--- src/rtl/pstate_negotiator.sv ---
module pstate_negotiator #(
  parameter int NODES = 8,
  parameter int ST_W  = 3,
  localparam int NID_W = (NODES > 1) ? $clog2(NODES) : 1
) (
  input  logic             clk,
  input  logic             rst_n,
  input  logic [NODES-1:0] peer_mask,
  input  logic [ST_W-1:0]  want_state,
  input  logic             neg_start,
  input  logic [ST_W-1:0]  local_state,
  input  logic             sys_changed,
  input  logic             in_vld,
  input  logic             in_cmp,
  input  logic [NID_W-1:0] in_node,
  input  logic [ST_W-1:0]  in_state,
  output logic             out_vld,
  output logic             out_cmp,
  output logic [NID_W-1:0] out_node,
  output logic [ST_W-1:0]  out_state,
  output logic             busy,
  output logic             grant_vld,
  output logic [ST_W-1:0]  grant_state
);

  logic [ST_W-1:0]  want_q, perm_min;
  logic [NODES-1:0] req_todo, waiting, reply_pend;
  logic [NODES-1:0] in_hot, cmp_take, req_take, sel_vec, sent;
  logic [NID_W-1:0] pick;

  assign in_hot   = in_vld ? ((NODES'(1) << in_node) & peer_mask) : '0;
  assign cmp_take = in_cmp ? (in_hot & waiting & ~req_todo) : '0;
  assign req_take = in_cmp ? '0 : in_hot;
  assign sel_vec  = (|reply_pend) ? reply_pend : req_todo;

  always_comb begin
    pick = '0;
    for (int i = NODES - 1; i >= 0; i--)
      if (sel_vec[i]) pick = NID_W'(i);
  end

  assign out_vld   = |sel_vec;
  assign out_cmp   = |reply_pend;
  assign out_node  = pick;
  assign out_state = out_cmp ? local_state : want_q;
  assign sent      = out_vld ? (NODES'(1) << pick) : '0;

  always_ff @(posedge clk) begin
    if (!rst_n) begin
      want_q      <= '0;
      perm_min    <= '0;
      req_todo    <= '0;
      waiting     <= '0;
      reply_pend  <= '0;
      busy        <= 1'b0;
      grant_vld   <= 1'b0;
      grant_state <= '0;
    end else begin
      reply_pend <= (reply_pend & ~(out_cmp ? sent : '0)) | req_take;
      if (neg_start) begin
        want_q    <= want_state;
        perm_min  <= want_state;
        req_todo  <= peer_mask;
        waiting   <= peer_mask;
        busy      <= 1'b1;
        grant_vld <= 1'b0;
      end else if (busy && sys_changed) begin
        perm_min <= want_q;
        req_todo <= peer_mask;
        waiting  <= peer_mask;
      end else if (busy) begin
        req_todo <= req_todo & ~(out_cmp ? '0 : sent);
        waiting  <= waiting & ~cmp_take;
        if ((|cmp_take) && in_state < perm_min) perm_min <= in_state;
        if (waiting == '0 && req_todo == '0) begin
          busy        <= 1'b0;
          grant_vld   <= 1'b1;
          grant_state <= perm_min;
        end
      end
    end
  end

  p_idle_after_reset_r1: assert property (@(posedge clk)
    $rose(rst_n) |-> !busy && !grant_vld && !out_vld);

  p_req_to_present_r2: assert property (@(posedge clk) disable iff (!rst_n)
    out_vld && !out_cmp |-> peer_mask[out_node] && out_state == want_q);

  p_grant_bounded_r3: assert property (@(posedge clk) disable iff (!rst_n)
    $rose(grant_vld) |-> grant_state <= want_q && !busy);

  p_busy_excludes_grant_r4: assert property (@(posedge clk) disable iff (!rst_n)
    busy |-> !grant_vld);

  p_retry_keeps_busy_r6: assert property (@(posedge clk) disable iff (!rst_n)
    busy && sys_changed && !neg_start |=> busy && !grant_vld);

  p_reply_next_r7: assert property (@(posedge clk) disable iff (!rst_n)
    in_vld && !in_cmp && peer_mask[in_node] |=> out_vld && out_cmp);

endmodule

--- config.mk ---
export PLATFORM = sky130hd
export DESIGN_NAME = pstate_negotiator
export DESIGN_NICKNAME = d
export VERILOG_FILES = /design/src/rtl/pstate_negotiator.sv
export SDC_FILE = /design/constraint.sdc
export NUM_CORES = 1
export LEC_CHECK = 0
export ABC_AREA = 0
export CAP_MARGIN = 20
export CORE_UTILIZATION = 50
export DETAILED_ROUTE_END_ITERATION = 12
export PLACE_DENSITY = 0.85
export SETUP_SLACK_MARGIN = 0.2
export SKIP_LAST_GASP = 1
export SLEW_MARGIN = 20
export SYNTH_ARGS = -nofsm -noshare
export SYNTH_HDL_FRONTEND = slang
export SYNTH_SLANG_ARGS = --single-unit
--- constraint.sdc ---
create_clock -name clk -period 4.7 [get_ports clk]
set_input_delay 1.175 -clock clk [delete_from_list [all_inputs] [get_ports clk]]
set_output_delay 1.175 -clock clk [all_outputs]
set_load 0.02 [all_outputs]
==> results of run 1 <==
[per-stage QoR]
stage / utilization / hold WS (ns)
2_1_floorplan: - / 0.4489
3_3_place_gp: 0.6190 / 0.4623
3_5_place_dp: 0.6190 / 0.4727
4_1_cts: 0.6409 / 0.4823
5_1_grt: 0.6409 / 0.5118
6_report: 0.6409 / 0.4820
[kinds of logic after synthesis]
| logic type | after synthesis |
|---|---|
| AO/OA/AOI/OAI | 81 |
| adder cells (fa/ha/maj) | 2 |
| buffers and inverters | 25 |
| flip-flops | 35 |
| multiplexers | 9 |
| AND/OR/NAND/NOR | 123 |
[where the power goes]
group / internal (mW) / switching (mW)
logic: 0.0841 / 0.110
clock network: 0.115 / 0.109
registers: 0.313 / 0.0204
[how the worst max path moves through the flow]
stage / slack [ns] / to
final: 0.81 / out_node[0]
after global routing: 0.65 / out_node[0]
after CTS: 0.82 / out_node[0]
after detailed placement: 1.15 / out_node[0]
after global placement: 1.20 / out_state[0]
after floorplan: 1.94 / out_vld
[state kept, by name, indices dropped and copies added, names as in the netlist]
name and count:
grant_vld 1, reply_pend 8, busy 1, want_q 3, perm_min 3, grant_state 3
waiting 8, req_todo 8
[critical path, stage by stage, from the launching register on]
cell and delay (ns):
dfxtp_1 0.39, nor4_4 0.42, and2_1 0.41, a221oi_2 0.18, o21ai_2 0.33, inv_2 0.14
clkdlybuf4s50_1 0.56
[cell usage in the layout (no fill, tap or decap), types with 2 or more instances in the layout]
cell,synthesis,routed
and4b_1,2,2
a41oi_1,2,2
clkbuf_8,0,6
inv_2,3,3
o31a_1,3,3
nor4_2,2,2
a22oi_1,2,2
inv_1,9,9
o221ai_1,2,2
a21o_1,3,3
nor2_1,20,20
nor4_1,5,5
clkdlybuf4s50_1,0,38
nor2b_1,2,2
nand3_1,2,2
a21oi_1,27,27
ha_1,2,2
nand2_1,51,51
mux2i_1,9,9
o21ai_0,15,15
nor3_1,9,9
and3_1,3,3
dfxtp_1,35,35
o21ai_1,10,10
and2_1,2,2
a31oi_1,5,5
nand2b_1,6,6
or3_1,4,4
nor4_4,2,2
nor4bb_1,3,3
nand4_1,3,3
[final cells by class]
type                       count  area [um2]
multi-input combinational    215        1280
clock inverter                 1       5.005
fill                         367        1436
timing repair buffer          39       387.9
inverter                      12       45.04
clock buffer                   6       82.58
tap                           50       62.56
sequential                    35       700.7
[routing by layer]
metal / share of wire / vias to the layer above / GRT usage / wire length [um]
met1: 0.43 / 1008 / 0.3867 / 2552
met2: 0.45 / 143 / 0.4596 / 2626
met4: 0.027 / 0 / 0.1330 / 161
li1: - / 1065 / - / -
met3: 0.092 / 19 / 0.04452 / 540
met5: 0 / - / 0 / 0
==> out/results.tsv, run 1 <==
stage	metric	value	unit
outcome	status	finished, final reports clean	
final_layout	Final #Nets	336	
clock_network	hold buffer count at cts	0	
timing	clk_skew	0.003006	ns
synth	largest family of logic cells by synthesized area	simple AND/OR/NAND/NOR gates	
global_routing	pin count of the biggest net entering global routing	23	
synth	Post-synth EDFFs	0	
synth	Seq/Total Area, Yosys	0.3363	
place	dpl cell area	2476	um2
timing	Slew Viols, Final	0	
worst_setup_path	Reg-to-Reg End	req_todo[6]$_SDFFE_PN0P_	
worst_setup_path	Max FO, Critical Path	9	
synth	Synth Register Bits	35	
clock_network	latest clock arrival within the worst-skew pair	0.30	ns
worst_setup_path	CP startpoint	reply_pend[4]$_SDFF_PN0_	
die	die area	4429	um2
final_layout	Area Overhead vs Synth	23.06	%
worst_setup_path	crit path DAT	2.72	ns
final_layout	post-route insts no fill	358	
route	post-route ant nets	0	
timing	relative slew slack	0.4710	
synth	Post-synth top cells	51 x nand2_1, 35 x dfxtp_1, 27 x a21oi_1	
timing	RSZ-0062 raised after global routing	no	
synth	Mean Syn Cell Area	7.575	um2
final_layout	fin area	2564	um2
route	final WL	5.880	mm
worst_hold_path	hold path depth	2	
die	Die Span Y	66.55	um
global_routing	initial antenna violation count	0	
place	post-DP HPWL	4.308	mm
synth	top-count cell post-synth	nand2_1	
die	I/O pin total	39	
synth	predominant post-synthesis flop cell	dfxtp_1	
power	maximum VDD drop	0.1445	mV
global_routing	vias in the first global route	2082	
clock_network	PostCTS Resize Cnt	0	
power	Pleak	0.9842	nW
clock_network	CTS tree	done	
synth	Compound-Gate Fraction of Synth Area	0.2456	
worst_setup_path	RR Startpoint	reply_pend[4]$_SDFF_PN0_	
clock_network	level count of the clock H-tree	2	
synth	post-synthesis mux area share	0.04324	
worst_hold_path	Worst Hold Class	reg -> reg	
synth	Post-Synth Adder-Cell Area	0.01201	
clock_network	CTS Root Cell	clkbuf_8	
worst_setup_path	WS Path Type	reg -> out	
clock_network	Clock Tree Buf Depth	2	
worst_hold_path	worst min-delay path startpoint	perm_min[1]$_SDFFE_PN0P_	
die	Starting Density	0.5208	
synth	cells taking the most area after synthesis	dfxtp_1 34%, nand2_1 9.2%, a21oi_1 6.5%	
final_layout	number of diodes	0	
worst_setup_path	Crit. End Element	output pin	
place	Port-buffer cells	38	
timing	Least-Margin Pin Slew	0.7906	ns
final_layout	share of layout cells above drive strength 1	0.06818	
clock_network	Clock Pin Slew Worst Setup and Hold Paths	0.07	ns
worst_setup_path	Worst setup SP type	flop	
clock_network	Clock Sinks	35	
timing	setup_tns	0	ns
die	Die Wd	66.55	um
worst_setup_path	Reg2Reg Setup Slack	2.51	ns
worst_setup_path	CP Data Required Time	3.52	ns
global_routing	total gr overflow	0	
route	vias per inst	6.243	
power	final total power	0.7515	mW
synth	syn_nets	303	
route	total number of vias	2235	
timing	period utilization	0.8281	
timing	post-route setup slack	0.8081	ns
flow_run	Max-Cap Viols	0	
place	Setup WS pre-CTS	1.153	ns
route	Detailed Route Iter0 Violations	276	
synth	Cell Area, Synth	2083	um2
worst_setup_path	Reg2Reg Depth	5	
timing	min cycle time layout	3.892	ns
die	CORE AREA	4000	um2
timing	Final Hold Viols	0	
global_routing	first-pass GRT wire length	9.660	mm
synth	fraction of registers with async set or reset after synthesis	0	
clock_network	setup bufs post-CTS	0	
die	row count	23	
synth	largest area contributor in the netlist	dfxtp_1	
timing	fmax	256.9	MHz
place	Placed Instances	351	
global_routing	GRT Util Overall	0.2915	
worst_hold_path	Hold Path Sink	perm_min[1]$_SDFFE_PN0P_	
synth	Post-Synthesis Cells	275	
power	Power Density	293.1	nW/um2
route	drt wl/cell	16.42	um
synth	yosys warns	0	
clock_network	CTS Buf Count	5	
synth	Unique masters post-synth	51	
route	first drt pass iteration count	5	
synth	xor/xnor share of the synthesized area	0	
synth	top-area cell type share of the netlist area	0.3363	
synth	Simple-Gate Fraction of Synth Area	0.3135	
route	# DRC	0	
timing	final-report setup violation count	0	
place	Routability Congestion	0.9485	
Note: power is estimated with default switching activity, not from simulation.
==> inputs of run 2 (changes only) <==
Clock period 4.7 ns to 3.63 ns, I/O delays scaled along.
==> run 2 against run 1 <==
Effect of this change:
- via count up 1.4%
- sequential cell count unchanged
- register-to-register slack worse by 1.1 ns
- clock-buffer cell count up 1
- worst setup slack worse by 0.50 ns
- largest power group unchanged
==> out/results.tsv, run 2 (synthesis results as in run 1) <==
stage	metric	value	unit
global_routing	first-pass GRT wire length	9.363	mm
flow_run	Max-Cap Viols	0	
worst_setup_path	RR Startpoint	reply_pend[6]$_SDFF_PN0_	
power	total internal power	0.6590	mW
worst_hold_path	Worst Hold Class	reg -> reg	
clock_network	Clock Sinks	35	
die	Die Wd	66.55	um
worst_hold_path	hold path depth	2	
power	sw power	0.3146	mW
clock_network	Clock Pin Slew Worst Setup and Hold Paths	0.07	ns
timing	min cycle time layout	3.317	ns
worst_setup_path	CP Data Required Time	2.72	ns
power	Power Density	370.0	nW/um2
final_layout	Sequential cell area	700.7	um2
worst_setup_path	Crit. End Element	output pin	
worst_setup_path	CP startpoint	reply_pend[6]$_SDFF_PN0_	
route	first drt pass iteration count	5	
power	combinational fraction of design power	0.272	
place	Placed Instances	354	
global_routing	GR peak layer	met2	
global_routing	pin count of the biggest net entering global routing	23	
timing	fmax	301.5	MHz
global_routing	M3 GR Usage	0.03767	
worst_hold_path	worst min-delay path startpoint	perm_min[2]$_SDFFE_PN0P_	
die	row count	23	
power	Sw Ratio	0.3231	
clock_network	Clock Tree Buf Depth	2	
worst_setup_path	Max FO, Critical Path	9	
outcome	status	finished, final reports clean	
power	maximum VDD drop	0.2480	mV
die	die area	4429	um2
route	post-route ant nets	0	
final_layout	multi-input logic area	1304	um2
final_layout	Final #Nets	342	
place	post-DP HPWL	4.277	mm
global_routing	grt met2 use	0.4242	
clock_network	CTS tree	done	
route	drt wl/cell	16.02	um
place	Port-buffer cells	38	
clock_network	CTS Buf Count	5	
power	sequential power share	0.446	
timing	period utilization	0.9138	
worst_setup_path	crit path DAT	2.41	ns
clock_network	level count of the clock H-tree	2	
timing	clk_skew	0.004317	ns
worst_setup_path	Worst setup SP type	flop	
die	CORE AREA	4000	um2
worst_setup_path	Reg-to-Reg End	req_todo[6]$_SDFFE_PN0P_	
clock_network	latest clock arrival within the worst-skew pair	0.29	ns
final_layout	Top Registers	reply_pend: 8 flops, req_todo: 8 flops, waiting: 8 flops	
power	Pleak	1.033	nW
clock_network	hold buffer count at cts	0	
timing	relative slew slack	0.5956	
final_layout	leading cell type in the layout, fill and taps excluded	nand2_1	
die	Starting Density	0.5208	
route	final WL	5.847	mm
route	Detailed Route Iter0 Violations	290	
final_layout	post-route insts no fill	365	
place	Routability Congestion	0.9220	
final_layout	number of diodes	0	
die	Die Span Y	66.55	um
global_routing	vias in the first global route	2063	
worst_hold_path	Hold Path Sink	perm_min[2]$_SDFFE_PN0P_	
timing	Final Hold Viols	0	
timing	setup_tns	0	ns
route	total number of vias	2266	
worst_setup_path	Reg2Reg Setup Slack	1.42	ns
global_routing	GRT Util Overall	0.2789	
die	I/O pin total	39	
worst_setup_path	WS Path Type	reg -> out	
global_routing	total gr overflow	0	
global_routing	GR Layer Usage met1	0.3820	
timing	RSZ-0062 raised after global routing	no	
final_layout	Fillers	351	
power	clock group share of total power	0.282	
worst_setup_path	Reg2Reg Depth	7	
route	# DRC	0	
clock_network	CTS Root Cell	clkbuf_8	
timing	Slew Viols, Final	0	
timing	Least-Margin Pin Slew	0.6047	ns
final_layout	share of layout cells above drive strength 1	0.09524	
route	vias per inst	6.208	
final_layout	commonest cells after routing, fill and taps aside	51 x nand2_1, 36 x clkdlybuf4s50_1, 35 x dfxtp_1, 27 x a21oi_1, 19 x nor2_1	
global_routing	initial antenna violation count	0	
final_layout	Area Overhead vs Synth	26.31	%
timing	final-report setup violation count	0	
## run 2: cell count changes in the layout (fill, tap and decap cells not counted), moves of 2 or more
cell             delta
clkbuf_1            +2
dlymetal6s2s_1      +2
buf_4               +6
clkdlybuf4s50_1     -2
## run 2: worst max path at each step
stage                        endpoint  slack (ns)  cells past startpoint
after floorplan               out_vld        1.14                      4
after global placement    out_node[1]        0.45                      6
after detailed placement  out_node[0]        0.41                      6
after CTS                     out_vld        0.22                      5
after global routing      out_node[1]        0.23                      6
final                     out_node[1]        0.31                      6
## run 2: power groups by stage
stage | Combinational (mW) | Clock (mW) | Sequential (mW)
floorplan | 0.157 | 0 | 0.430
global placement | 0.246 | 0 | 0.439
detailed placement | 0.248 | 0 | 0.440
CTS | 0.254 | 0.279 | 0.431
global route | 0.287 | 0.293 | 0.437
finish | 0.265 | 0.275 | 0.434
## run 2: per-layer routing
metal | vias to the layer above | routed length [um]
li1 | 1082 | -
met1 | 1032 | 2597
met2 | 135 | 2598
met3 | 17 | 504
met4 | 0 | 146
met5 | - | 0
## run 2: what timing repair did
action | in CTS | in global routing
gates resized for setup | 2 | 7
setup buffers | 1 | 2
setup endpoints to repair | 2 | 3
pin swaps | 1 | 3
## run 2: layout make-up
| type | count | area share |
|---|---|---|
| inverter | 12 | 0.01712 |
| timing repair buffer | 45 | 0.1664 |
| sequential | 35 | 0.2663 |
| clock buffer | 7 | 0.02901 |
| clock inverter | 1 | 0.001902 |
| multi-input combinational | 215 | 0.4955 |
| tap | 50 | 0.02378 |
## run 2: per-stage QoR
step	power, mW	util	setup WS [ns]	area (um2)	hold slack, ns
3_3_place_gp	0.6848	0.6246	0.4506	2499	0.4657
4_1_cts	0.9637	0.6475	0.2217	2590	0.4851
3_5_place_dp	0.6882	0.6246	0.4079	2499	0.4732
6_report	0.9737	0.6578	0.3128	2631	0.4853
2_1_floorplan	0.5877	-	1.142	2083	0.4489
5_1_grt	1.018	0.6578	0.2322	2631	0.5150
## run 2: worst max-delay path, cell delays in order (launching register included)
cell	delay, ns
dfxtp_1	0.37
nor4_4	0.43
buf_4	0.19
and2_4	0.20
o21ai_0	0.12
a31oi_1	0.19
clkdlybuf4s50_1	0.62
==> inputs of run 3 (changes only) <==
Settings changed: RECOVER_POWER set to 100.
==> run 3 against run 2 <==
Effect of this change:
- sequential cell count unchanged
- sequential share of layout area increased by 0.24 points
- first-iteration DRC count decreased by 12%
==> out/results.tsv, run 3 (synthesis results as in run 1) <==
stage	metric	value	unit
worst_setup_path	RR Startpoint	reply_pend[6]$_SDFF_PN0_	
worst_setup_path	Max FO, Critical Path	9	
final_layout	fin area	2608	um2
final_layout	post-route insts no fill	365	
global_routing	initial antenna violation count	0	
route	first drt pass iteration count	6	
route	drt wl/cell	15.83	um
clock_network	latest clock arrival within the worst-skew pair	0.29	ns
worst_hold_path	worst min-delay path startpoint	perm_min[1]$_SDFFE_PN0P_	
power	Pleak	1.049	nW
clock_network	CTS Root Cell	clkbuf_8	
final_layout	Final #Nets	342	
route	Detailed Route Iter0 Violations	254	
global_routing	GR peak layer	met2	
route	vias per inst	6.236	
worst_setup_path	crit path DAT	2.42	ns
final_layout	Top Registers	reply_pend: 8 flops, req_todo: 8 flops, waiting: 8 flops	
global_routing	GR Layer Usage met1	0.3820	
power	sw power	0.3087	mW
timing	Slew Viols, Final	0	
final_layout	share of layout cells above drive strength 1	0.07937	
timing	final-report setup violation count	0	
timing	setup_tns	0	ns
power	Power Density	368.5	nW/um2
power	final total power	0.9609	mW
place	post-DP HPWL	4.277	mm
timing	Least-Margin Pin Slew	1.061	ns
worst_setup_path	Crit. End Element	output pin	
route	total number of vias	2276	
global_routing	total gr overflow	0	
timing	hold slack	0.4838	ns
final_layout	leading cell type in the layout, fill and taps excluded	nand2_1	
outcome	status	finished, final reports clean	
worst_hold_path	Worst Hold Class	reg -> reg	
clock_network	CTS tree	done	
clock_network	Clock Tree Buf Depth	2	
global_routing	grt met2 use	0.4242	
final_layout	Area Overhead vs Synth	25.17	%
worst_setup_path	CP startpoint	reply_pend[6]$_SDFF_PN0_	
route	final WL	5.777	mm
timing	relative slew slack	0.2929	
place	Port-buffer cells	38	
global_routing	pin count of the biggest net entering global routing	23	
power	total internal power	0.6523	mW
global_routing	vias in the first global route	2063	
clock_network	Clock Sinks	35	
power	maximum VDD drop	0.2471	mV
clock_network	level count of the clock H-tree	2	
clock_network	CTS Buf Count	5	
timing	min cycle time layout	3.326	ns
worst_setup_path	WS Path Type	reg -> out	
timing	post-route setup slack	0.3037	ns
clock_network	hold buffer count at cts	0	
die	I/O pin total	39	
final_layout	commonest cells after routing, fill and taps aside	51 x nand2_1, 35 x dfxtp_1, 27 x a21oi_1, 23 x clkdlybuf4s50_1, 19 x nor2_1	
die	Die Wd	66.55	um
die	CORE AREA	4000	um2
timing	period utilization	0.9163	
final_layout	final core utilization	0.6519	
flow_run	Max-Cap Viols	0	
route	post-route ant nets	0	
global_routing	first-pass GRT wire length	9.363	mm
route	# DRC	0	
place	Setup WS pre-CTS	0.4079	ns
power	combinational fraction of design power	0.264	
global_routing	GRT Util Overall	0.2789	
place	Placed Instances	354	
power	sequential power share	0.452	
final_layout	number of diodes	0	
timing	RSZ-0062 raised after global routing	no	
place	dpl cell area	2499	um2
worst_setup_path	Worst setup SP type	flop	
timing	fmax	300.6	MHz
power	Sw Ratio	0.3212	
die	die area	4429	um2
power	clock group share of total power	0.284	
timing	clk_skew	0.005299	ns
place	Routability Congestion	0.9220	
die	Die Span Y	66.55	um
timing	Final Hold Viols	0	
clock_network	Clock Pin Slew Worst Setup and Hold Paths	0.07	ns
die	row count	23	
global_routing	M3 GR Usage	0.03767	
worst_setup_path	CP Data Required Time	2.72	ns
die	Starting Density	0.5208	
==> run 3: cell type report <==
class | count | area [um2]
multi-input combinational | 215 | 1284
clock inverter | 1 | 5.005
timing repair buffer | 45 | 434.2
clock buffer | 7 | 76.32
sequential | 35 | 700.7
tap | 50 | 62.56
fill | 359 | 1393
inverter | 12 | 45.04
==> run 3: what timing repair did <==
item | 4_1_cts | 5_1_grt
buffers inserted | 1 | 2
gates resized for setup | 2 | 7
endpoints found under the setup margin | 2 | 3
pin swaps | 1 | 3
==> run 3: critical path, cell delays in order, from the launching register on <==
cell	delay [ns]
dfxtp_1	0.37
nor4_4	0.40
buf_4	0.18
and2_4	0.20
o21ai_0	0.11
a31oi_1	0.18
dlygate4sd3_1	0.69
==> run 3: layer usage <==
layer / vias up / share of wire
met1: 1033 / 0.43
met2: 140 / 0.44
met4: 0 / 0.030
li1: 1083 / -
met5: - / 0
met3: 20 / 0.092
==> run 3: power groups by stage <==
stage                     Sequential, mW  Clock [mW]  Combinational [mW]
after floorplan                    0.430           0               0.157
after global placement             0.439           0               0.246
after detailed placement           0.440           0               0.248
after CTS                          0.431       0.279               0.254
after global routing               0.437       0.293               0.277
final                              0.434       0.273               0.254
==> run 3: path summary, 6_finish.rpt <==
check,cells after the start,slack (ns),end
worst max-delay path,6,0.30,out_node[1]
worst min-delay path,2,0.48,perm_min[1]$_SDFFE_PN0P_
worst max register to register,7,1.49,req_todo[6]$_SDFFE_PN0P_
worst min register to register,2,0.48,perm_min[1]$_SDFFE_PN0P_
